File: src/rtl/dxc_pkg.sv
package dxc_pkg;
    localparam int VA_W       = 64;
    localparam int SIGN_BIT   = 42;
    localparam int PAGE_SHIFT = 13;
    localparam int PA_W       = 44;
    localparam int PPN_W      = PA_W - PAGE_SHIFT;
    localparam int VPN_W      = SIGN_BIT + 1 - PAGE_SHIFT;
    localparam int WIN_HI     = 47;
    localparam int WIN_LO     = 41;
    localparam logic [WIN_HI-WIN_LO:0] WIN_TAG = 7'h7E;
    localparam int WIN_SX_BIT = 40;
    localparam int UC_CLR_W   = 8;
    localparam int ASN_W      = 8;
    localparam int MODES      = 4;
    localparam int SIZE_W     = 2;
    localparam int MAX_ALIGN  = (1 << ((1 << SIZE_W) - 1)) - 1;
    localparam int ALIGN_W    = $clog2(MAX_ALIGN + 1);

    localparam int ST_WR   = 0;
    localparam int ST_ACV  = 1;
    localparam int ST_FONR = 2;
    localparam int ST_FONW = 3;
    localparam int ST_BADVA = 4;
    localparam int ST_MISS = 5;
    localparam int ST_W    = 6;

    typedef enum logic [1:0] {
        MODE_KERN  = 2'd0,
        MODE_EXEC  = 2'd1,
        MODE_SUPER = 2'd2,
        MODE_USER  = 2'd3
    } mode_e;

    typedef enum logic [2:0] {
        FLT_NONE      = 3'd0,
        FLT_ALIGN     = 3'd1,
        FLT_PAGE      = 3'd2,
        FLT_ACV       = 3'd3,
        FLT_MISS_PTE  = 3'd4,
        FLT_MISS_DATA = 3'd5,
        FLT_MCHK      = 3'd6
    } fault_e;

    typedef struct packed {
        fault_e            fault;
        logic [ST_W-1:0]   status;
        logic [VA_W-1:0]   pa_raw;
        logic              ev_hit;
        logic              ev_miss;
        logic              ev_acv;
    } verdict_t;

    function automatic logic va_canonical(input logic [VA_W-1:0] va);
        return (&va[VA_W-1:SIGN_BIT]) || !(|va[VA_W-1:SIGN_BIT]);
    endfunction

    function automatic logic [VA_W-1:0] window_map(input logic [VA_W-1:0] va);
        logic [VA_W-1:0] r;
        r = '0;
        r[WIN_SX_BIT-1:0] = va[WIN_SX_BIT-1:0];
        r[PA_W-1:WIN_SX_BIT] = {(PA_W-WIN_SX_BIT){va[WIN_SX_BIT]}};
        return r;
    endfunction
endpackage

File: src/rtl/dxc_mode_sel.sv
module dxc_mode_sel
    import dxc_pkg::*;
(
    input  mode_e cur_mode,
    input  mode_e alt_mode,
    input  logic  pc_low,
    input  logic  use_alt,
    output mode_e eff_mode
);
    always_comb begin
        if (!pc_low)
            eff_mode = cur_mode;
        else if (use_alt)
            eff_mode = alt_mode;
        else
            eff_mode = MODE_KERN;
    end
endmodule

File: src/rtl/dxc_perm_eval.sv
module dxc_perm_eval
    import dxc_pkg::*;
(
    input  logic             is_write,
    input  mode_e            mode,
    input  logic [MODES-1:0] rd_en,
    input  logic [MODES-1:0] wr_en,
    input  logic             fonr,
    input  logic             fonw,
    output logic             viol,
    output fault_e           fault,
    output logic [ST_W-1:0]  status
);
    logic [MODES-1:0] en;
    logic             fault_on;
    logic             allowed;
    int               fo_bit;

    assign en       = is_write ? wr_en : rd_en;
    assign fault_on = is_write ? fonw : fonr;
    assign allowed  = en[mode];
    assign fo_bit   = is_write ? ST_FONW : ST_FONR;

    always_comb begin
        viol   = 1'b0;
        fault  = FLT_NONE;
        status = '0;
        if (!allowed) begin
            viol           = 1'b1;
            fault          = is_write ? FLT_PAGE : FLT_ACV;
            status[ST_WR]  = is_write;
            status[ST_ACV] = 1'b1;
            status[fo_bit] = fault_on;
        end else if (fault_on) begin
            viol           = 1'b1;
            fault          = FLT_PAGE;
            status[ST_WR]  = is_write;
            status[fo_bit] = 1'b1;
        end
    end
endmodule

File: src/rtl/dxc_pa_final.sv
module dxc_pa_final
    import dxc_pkg::*;
(
    input  logic [VA_W-1:0] raw,
    input  logic            chk_en,
    output logic [PA_W-1:0] pa,
    output logic            uncache,
    output logic            mchk
);
    always_comb begin
        mchk    = chk_en && (|raw[VA_W-1:PA_W]);
        pa      = raw[PA_W-1:0];
        uncache = chk_en && !mchk && raw[PA_W-1];
        if (uncache)
            pa[PA_W-2 -: UC_CLR_W] = '0;
    end
endmodule

File: src/rtl/dxc_counters.sv
module dxc_counters #(
    parameter int CNT_W = 16
) (
    input  logic                         clk,
    input  logic                         rst,
    input  logic                         ev_valid,
    input  logic                         is_write,
    input  logic                         inc_hit,
    input  logic                         inc_miss,
    input  logic                         inc_acv,
    output logic [1:0][2:0][CNT_W-1:0]   cnt
);
    localparam int KINDS  = 2;
    localparam int EVENTS = 3;

    logic [EVENTS-1:0] ev;
    assign ev = {inc_acv, inc_miss, inc_hit};

    for (genvar k = 0; k < KINDS; k++) begin : g_kind
        for (genvar e = 0; e < EVENTS; e++) begin : g_ev
            always_ff @(posedge clk) begin
                if (rst)
                    cnt[k][e] <= '0;
                else if (ev_valid && (is_write == (k == 1)) && ev[e])
                    cnt[k][e] <= cnt[k][e] + 1'b1;
            end
        end
    end

    a_r13_one_event: assert property (@(posedge clk) disable iff (rst)
        ev_valid |-> $onehot0(ev))
        else $error("R13: more than one counter event in a cycle");

    a_r13_idle_stable: assert property (@(posedge clk) disable iff (rst)
        (!$past(rst) && !$past(ev_valid)) |-> $stable(cnt))
        else $error("R13: counter moved without a request");
endmodule

File: src/rtl/dxc_xlate_check.sv
module dxc_xlate_check
    import dxc_pkg::*;
#(
    parameter int CNT_W = 16
) (
    input  logic               clk,
    input  logic               rst,
    input  logic               req_valid,
    input  logic [VA_W-1:0]    req_va,
    input  logic [SIZE_W-1:0]  req_size,
    input  logic               req_write,
    input  logic               req_phys,
    input  logic               req_alt,
    input  logic               req_pte,
    input  logic [1:0]         cur_mode,
    input  logic [1:0]         alt_mode,
    input  logic               pc_low,
    input  logic [ASN_W-1:0]   asn,
    output logic [VPN_W-1:0]   lk_vpn,
    output logic [ASN_W-1:0]   lk_asn,
    input  logic               tlb_hit,
    input  logic [PPN_W-1:0]   tlb_ppn,
    input  logic [MODES-1:0]   tlb_rd_en,
    input  logic [MODES-1:0]   tlb_wr_en,
    input  logic               tlb_fonr,
    input  logic               tlb_fonw,
    output logic               out_valid,
    output logic [PA_W-1:0]    out_pa,
    output logic               out_uncache,
    output logic [2:0]         out_fault,
    output logic [ST_W-1:0]    out_status,
    output logic [CNT_W-1:0]   rd_hits,
    output logic [CNT_W-1:0]   rd_misses,
    output logic [CNT_W-1:0]   rd_viols,
    output logic [CNT_W-1:0]   wr_hits,
    output logic [CNT_W-1:0]   wr_misses,
    output logic [CNT_W-1:0]   wr_viols,
    output logic [CNT_W:0]     all_hits,
    output logic [CNT_W:0]     all_misses,
    output logic [CNT_W:0]     all_viols
);
    mode_e            eff_mode;
    logic             perm_viol;
    fault_e           perm_fault;
    logic [ST_W-1:0]  perm_status;
    verdict_t         v;
    logic [PA_W-1:0]  fin_pa;
    logic             fin_uc;
    logic             fin_mchk;
    logic [ALIGN_W-1:0] align_mask;
    logic             misaligned;
    logic             in_window;
    logic [1:0][2:0][CNT_W-1:0] cnt;

    assign lk_vpn = req_va[SIGN_BIT:PAGE_SHIFT];
    assign lk_asn = asn;

    assign align_mask = ALIGN_W'((1 << req_size) - 1);
    assign misaligned = |(req_va[ALIGN_W-1:0] & align_mask);
    assign in_window  = (req_va[WIN_HI:WIN_LO] == WIN_TAG);

    dxc_mode_sel u_mode (
        .cur_mode (mode_e'(cur_mode)),
        .alt_mode (mode_e'(alt_mode)),
        .pc_low   (pc_low),
        .use_alt  (req_alt),
        .eff_mode (eff_mode)
    );

    dxc_perm_eval u_perm (
        .is_write (req_write),
        .mode     (eff_mode),
        .rd_en    (tlb_rd_en),
        .wr_en    (tlb_wr_en),
        .fonr     (tlb_fonr),
        .fonw     (tlb_fonw),
        .viol     (perm_viol),
        .fault    (perm_fault),
        .status   (perm_status)
    );

    // Check order: alignment, physical bypass, canonical form, window, lookup, permissions.
    always_comb begin
        v = '0;
        v.fault = FLT_NONE;
        if (misaligned) begin
            v.fault = FLT_ALIGN;
            v.status[ST_WR] = req_write;
        end else if (req_phys) begin
            v.pa_raw = req_va;
            v.ev_hit = 1'b1;
        end else if (!va_canonical(req_va)) begin
            v.fault = FLT_PAGE;
            v.status[ST_WR]    = req_write;
            v.status[ST_ACV]   = 1'b1;
            v.status[ST_BADVA] = 1'b1;
            v.ev_acv = 1'b1;
        end else if (in_window) begin
            if (mode_e'(cur_mode) != MODE_KERN) begin
                v.fault = FLT_ACV;
                v.status[ST_WR]  = req_write;
                v.status[ST_ACV] = 1'b1;
                v.ev_acv = 1'b1;
            end else begin
                v.pa_raw = window_map(req_va);
                v.ev_hit = 1'b1;
            end
        end else if (!tlb_hit) begin
            v.fault = req_pte ? FLT_MISS_PTE : FLT_MISS_DATA;
            v.status[ST_WR]   = req_write;
            v.status[ST_MISS] = 1'b1;
            v.ev_miss = 1'b1;
        end else begin
            v.pa_raw = {{(VA_W-PA_W){1'b0}}, tlb_ppn, req_va[PAGE_SHIFT-1:0]};
            if (perm_viol) begin
                v.fault  = perm_fault;
                v.status = perm_status;
                v.ev_acv = 1'b1;
            end else begin
                v.ev_hit = 1'b1;
            end
        end
    end

    dxc_pa_final u_fin (
        .raw     (v.pa_raw),
        .chk_en  (v.fault == FLT_NONE),
        .pa      (fin_pa),
        .uncache (fin_uc),
        .mchk    (fin_mchk)
    );

    always_ff @(posedge clk) begin
        if (rst) begin
            out_valid   <= 1'b0;
            out_pa      <= '0;
            out_uncache <= 1'b0;
            out_fault   <= FLT_NONE;
            out_status  <= '0;
        end else begin
            out_valid <= req_valid;
            if (req_valid) begin
                out_pa      <= fin_mchk ? '0 : fin_pa;
                out_uncache <= fin_uc;
                out_fault   <= fin_mchk ? FLT_MCHK : v.fault;
                out_status  <= fin_mchk ? '0 : v.status;
            end
        end
    end

    dxc_counters #(.CNT_W(CNT_W)) u_cnt (
        .clk      (clk),
        .rst      (rst),
        .ev_valid (req_valid),
        .is_write (req_write),
        .inc_hit  (v.ev_hit),
        .inc_miss (v.ev_miss),
        .inc_acv  (v.ev_acv),
        .cnt      (cnt)
    );

    assign rd_hits    = cnt[0][0];
    assign rd_misses  = cnt[0][1];
    assign rd_viols   = cnt[0][2];
    assign wr_hits    = cnt[1][0];
    assign wr_misses  = cnt[1][1];
    assign wr_viols   = cnt[1][2];
    assign all_hits   = {1'b0, rd_hits}   + {1'b0, wr_hits};
    assign all_misses = {1'b0, rd_misses} + {1'b0, wr_misses};
    assign all_viols  = {1'b0, rd_viols}  + {1'b0, wr_viols};

    a_r1_align_status: assert property (@(posedge clk) disable iff (rst)
        (out_valid && out_fault == FLT_ALIGN) |-> (out_status[ST_W-1:1] == '0))
        else $error("R1: alignment fault carries extra status");

    a_r6_miss_flag: assert property (@(posedge clk) disable iff (rst)
        (out_valid && (out_fault == FLT_MISS_PTE || out_fault == FLT_MISS_DATA))
            |-> (out_status[ST_MISS] && !out_status[ST_ACV]))
        else $error("R6: miss fault without miss status");

    a_r11_mchk_clean: assert property (@(posedge clk) disable iff (rst)
        (out_valid && out_fault == FLT_MCHK) |-> (out_status == '0 && !out_uncache))
        else $error("R11: machine check with status set");

    a_r12_uc_masked: assert property (@(posedge clk) disable iff (rst)
        (out_valid && out_uncache)
            |-> (out_pa[PA_W-2 -: UC_CLR_W] == '0 && out_fault == FLT_NONE))
        else $error("R12: uncacheable address not masked");

    a_r9_fonw_bits: assert property (@(posedge clk) disable iff (rst)
        (out_valid && out_status[ST_FONW]) |-> (out_status[ST_WR] && out_fault == FLT_PAGE))
        else $error("R9: fault-on-write status outside a store page fault");
endmodule

File: config.mk
export PLATFORM = sky130hd
export DESIGN_NAME = dxc_xlate_check
export DESIGN_NICKNAME = d
export VERILOG_FILES = /design/src/rtl/dxc_pkg.sv /design/src/rtl/dxc_mode_sel.sv /design/src/rtl/dxc_perm_eval.sv /design/src/rtl/dxc_pa_final.sv /design/src/rtl/dxc_counters.sv /design/src/rtl/dxc_xlate_check.sv
export SDC_FILE = /design/constraint.sdc
export NUM_CORES = 1
export LEC_CHECK = 0
export BUFFER_PORTS_ARGS = -buffer_cell sky130_fd_sc_hd__buf_2
export CAP_MARGIN = 20
export CELL_PAD_IN_SITES_DETAIL_PLACEMENT = 1
export CELL_PAD_IN_SITES_GLOBAL_PLACEMENT = 1
export CORE_MARGIN = 4
export CORE_UTILIZATION = 32
export CTS_BUF_LIST = sky130_fd_sc_hd__clkbuf_16
export CTS_CLUSTER_SIZE = 16
export DETAILED_ROUTE_END_ITERATION = 8
export GPL_ROUTABILITY_DRIVEN = 0
export GPL_TIMING_DRIVEN = 0
export HOLD_SLACK_MARGIN = 0.05
export PLACE_DENSITY_LB_ADDON = 0.1
export SYNTH_ARGS = -nofsm -noshare
export SYNTH_HDL_FRONTEND = slang
export SYNTH_SLANG_ARGS = --single-unit
File: constraint.sdc
create_clock -name clk -period 2.4 [get_ports clk]
set_input_delay 0 -clock clk [delete_from_list [all_inputs] [get_ports clk]]
set_output_delay 0 -clock clk [all_outputs]
set_load 0.02 [all_outputs]
* Word-level counts from Yosys, hierarchy flattened
Cells that the tools add are included.
Operators by class: $lt $le $gt $ge 3, add/subtract/negate cells 10, divide/modulo/power cells 0, multiplexer cells 59, $mul 0, shifts and indexed selects 1, reduce and logical (&&, ||, !) cells 21, bitwise logic cells 3, eq/ne operators 1
Operators by type and width (count):
- $mux W67 | 2
- $add A16 B1 Y16 const B | 6
- $mux W45 | 2
- $mux W66 | 1
- $mux W65 | 1
- $mux W9 | 7
- $add A16 B16 Y17 | 3
- $mux W44 | 1
- $ge A32 B1 Y1 const B | 1
- $lt A32 B5 Y1 const B | 1
- $reduce_and A22 Y1 | 1
- $reduce_or A22 Y1 | 1
- $mux W1 | 20
- $reduce_or A20 Y1 | 1
- $mux W6 | 3
- $mux W2 | 8
- $mux W4 | 4
- $mux W3 | 5
- $logic_and A1 B1 Y1 | 12
- $mux W8 | 1
- $eq A7 B7 Y1 const B | 1
- $bwmux W6 | 1
- $or A1 B6 Y6 | 1
- $mux W5 | 1
- other kinds (12) | 13
Word-level totals: memories kept 0, ROM bits 0, word-level logic and storage cells 109, bits of input ports 128, register bits 151, output and inout port bits 240, latch bits 0, memory bits (writable) 0

* Longest topological paths before layout
depth in word-level cells 26, gate-level depth with buffers 12, gate-level depth less buffers 11

* Cells and area by module
Synthesis repeated with hierarchy kept, for this count alone.
Unflattened totals: cells, all modules 1235, area, all modules 10018.4 µm²
By module, submodules not included:
- dxc_xlate_check | cells an instance 658, area each 5133.7 µm², times used 1
- dxc_counters | cells an instance 497, area each 4270.3 µm², times used 1
- dxc_pa_final | cells an instance 56, area each 419.2 µm², times used 1
- dxc_perm_eval | cells an instance 18, area each 167.7 µm², times used 1
- dxc_mode_sel | cells an instance 6, area each 27.5 µm², times used 1

* Worst setup path before layout
No wires, ideal clock.
kind register -> output, from register u_cnt.cnt[80] (netlist name), to output port all_viols[16], cell stages (with the launch flop) 12, buffers on the path 0, data arrival time 2679 ps, path slack -279 ps, cell sequence dfxtp_1 ha_1 inv_1 fa_1 nor2b_1 o31a_1 nor2_1 o21ai_0 a41oi_1 a21oi_1 a31oi_1 o21ai_0
On the way: cells in the longest elaborated chain, start to end 1
RTL lines:
- $add A16 B16 Y17 | line dxc_xlate_check.sv:170 | assign all_viols = {1'b0, rd_viols} + {1'b0, wr_viols};
- to (decl) | line dxc_xlate_check.sv:40 | output logic [CNT_W:0] all_viols
No other way between the ends.

* Final worst setup path
from register u_cnt.cnt[80] (netlist name), to output port all_viols[12]
On the way: cells in the longest elaborated chain, start to end 1
RTL lines (line):
- $add A16 B16 Y17 | dxc_xlate_check.sv:170
No other way between the ends.

==> impl_metrics.tcl <==
set metrics [dict create \
    clkTransAtPathRegs_ps 70 \
    die_area_um2 32100 \
    hold_class "primary input to flip-flop" \
    vias 10600 \
    final-hold-violation-count 0 \
    cts.path.max_buffers 2 \
    netlist_area_um2 9370 \
    fp.dieH_um 179 \
    grt_pass1_vias 11000 \
    max_clock_freq_mhz 352 \
    antenna_found_initial 4 \
    grt_overflow_total 0 \
    switching_share_pct 27.8 \
    nNetsFinal 1837 \
    pin_count 368 \
    p_total_mw 5.91 \
    worstPathMaxFanout 3 \
    mostFrequentLayoutCells "buf_2 (335), nor2_1 (116), dfxtp_1 (115), buf_4 (107), nand2_1 (95)" \
    grt_pass1_wl_um 61600 \
    io_buffers 356 \
    synth-seq-cells 151 \
    outcome "finished, violations left" \
    worstPathRequired_ps 2400 \
    drc 0 \
    wl_per_cell_um 19.9 \
    syn_avg_cell_area_um2 8.16 \
    violations "negative setup slack" \
    rows 62 \
    fin_ws_ps -445 \
    antenna_left 0 \
    wirelength_um 40900 \
    synth_cells 1148 \
    multi_input_area_um2 6370 \
    worstHoldPathCells 3 \
    arrival_ps 2840 \
    grt_max_degree 17 \
    drt_iter0_markers 390 \
    maxCapViolCount 0 \
    drtPass1Iterations 5 \
    viasPerCell 5.17 \
    placed_cells 1888 \
    ir_drop_uv 435 \
    track_usage_pct 24.4 \
    core_area_um2 28800 \
    cts_max_level 4 \
    ys_warn_count 0 \
    clk_latency_ps 430 \
    seqPwrFrac_pct 42.5 \
    syn-num-nets 1333 \
    drv_slew 0 \
    initial_utilization_pct 32.6 \
    p_clk_share_pct 45.3 \
    fp.dieW_um 179 \
    hold_slack_ps 52.6 \
    fin_skew_ps 8.65 \
    drive_gt1_share_pct 40.1 \
    cts_tree "done" \
    worstMarginPinSlew_ps 864 \
    synth_edf_count 0 \
    cts_num_sinks 151 \
    layout.cells.non_filler 2053 \
    synthArstFlopShare_pct 0 \
    synth_cell_types 61 \
    p_int_mw 4.27 \
    timing.final.crit_share_pct 119 \
    p_comb_share_pct 12.1 \
    area_delta_synth_final_pct 52.5 \
    final_common_cell "buf_2" \
    yosysSeqAreaShare_pct 32.3 \
    post-route-min-period_ps 2840 \
    slew_headroom_pct 42.2 \
    endpoint_kind "output pin" \
    cp-start-kind "flip-flop" \
    fillers 3468 \
    synth_flop_cell "dfxtp_1" \
    setup-violations-final 22 \
    power.leakage_nw 6.44 \
    post-dp-hpwl_um 29900 \
    register_area_um2 3120 \
    p_sw_mw 1.64 \
    clockRootBuffer "clkbuf_16" \
    r2r_cells 7 \
    cts_made_buffers 17 \
    critPathKind "flip-flop to output pin" \
    grt_setup_unrepaired "yes" \
    powerDensity_nw_per_um2 414 \
]
## critical path, stage by stage, from the launching register on
cell,delay [ps]
dfxtp_4,370
ha_4,140
inv_2,40
fa_2,380
nor2b_4,130
o31a_1,180
nor2_2,60
o21ai_2,200
a41oi_2,180
a21oi_2,260
buf_4,170
xor2_2,170
buf_6,140
## power by group through the flow
stage | sequential [mW] | clock, mW | combinational, mW
2_1_floorplan | 2.62 | 0 | 0.287
3_3_place_gp | 2.60 | 0 | 0.582
3_5_place_dp | 2.60 | 0 | 0.590
4_1_cts | 2.52 | 2.72 | 0.704
5_1_grt | 2.52 | 2.83 | 0.773
6_report | 2.52 | 2.68 | 0.718
## cell type report
type	instances	area share, %
antenna	4	0.0700
buffer	90	3.76
clock buffer	17	2.98
clock inverter	15	1.01
inverter	37	0.972
multi-input combinational	870	44.5
sequential	151	21.9
tap	384	3.36
timing repair buffer	485	21.5
## flip-flops by register name (all words and copies together), names as in the netlist
signal,flops
u_cnt.cnt,96
out_status,6
out_uncache,1
out_fault,3
out_valid,1
out_pa,44
## metal layers
| layer | part of all wire (%) | up-vias | global-route usage [%] |
|---|---|---|---|
| met3 | 5.1 | 59 | 5.02 |
| met1 | 42 | 5131 | 28.9 |
| met2 | 51 | 297 | 44.2 |
| li1 | - | 5127 | - |
| met5 | 0 | - | 0 |
| met4 | 2.8 | 0 | 7.84 |
## Yosys cell counts (11+ instances only)
library cell    n  area (um2)
a21oi_1        73         365
mux2_2         25         282
o21ai_0        64         320
or3_1          12        75.1
nor2_1        123         462
clkbuf_1       38         143
a22o_1         15         131
o31ai_1        19         143
inv_1          37         139
and4_1         12         105
nor2b_1        32         200
or4_1          19         143
buf_4          41         308
xnor2_1        43         377
nand4_1        28         175
xor2_1         29         254
and3_1         27         169
a211oi_1       11        82.6
nand2_1        96         360
ha_1           54         676
dfxtp_1       151        3020
nor3_1         17        85.1
nand3_1        46         230
a22oi_1        28         210
## path summary, 6_finish.rpt
path	from	to	slack (ps)
worst max-delay path	u_cnt.cnt[80]	all_viols[12]	-440
worst min register to register	out_pa[20]	out_pa[20]	450
worst max register to register	u_cnt.cnt[51]	u_cnt.cnt[63]	200
worst min-delay path	req_va[40]	out_pa[40]	50
## cell families after synthesis
family	after synthesis	synth area share (%)
muxes	30	3.67
AOI/OAI and AO/OA	266	18.1
buffers and inverters	127	7.08
and+or+nand+nor	445	24.3
DFF	151	32.3
xor gates and xnor gates	72	6.73
adders and majority gates	57	7.85
## what timing repair did
item                                   CTS  global route
pin swaps                               60            54
setup endpoints to repair               46           108
endpoints found under the hold margin   50             0
hold buffers                            77             0
buffers inserted                        44            15
resized for setup                      161            67
## stage by stage
step	TNS [ps]	util, %	setup WS, ps	instance area [um2]
after floorplan	-69.5	-	-69.5	9440
after global placement	-36150	40.6	-644	11700
after detailed placement	-42850	40.6	-685	11700
after CTS	-6840	48.6	-477	14000
after global routing	-9770	49.7	-579	14300
final	-6250	49.7	-445	14300
Note: power is estimated with default switching activity, not from simulation.
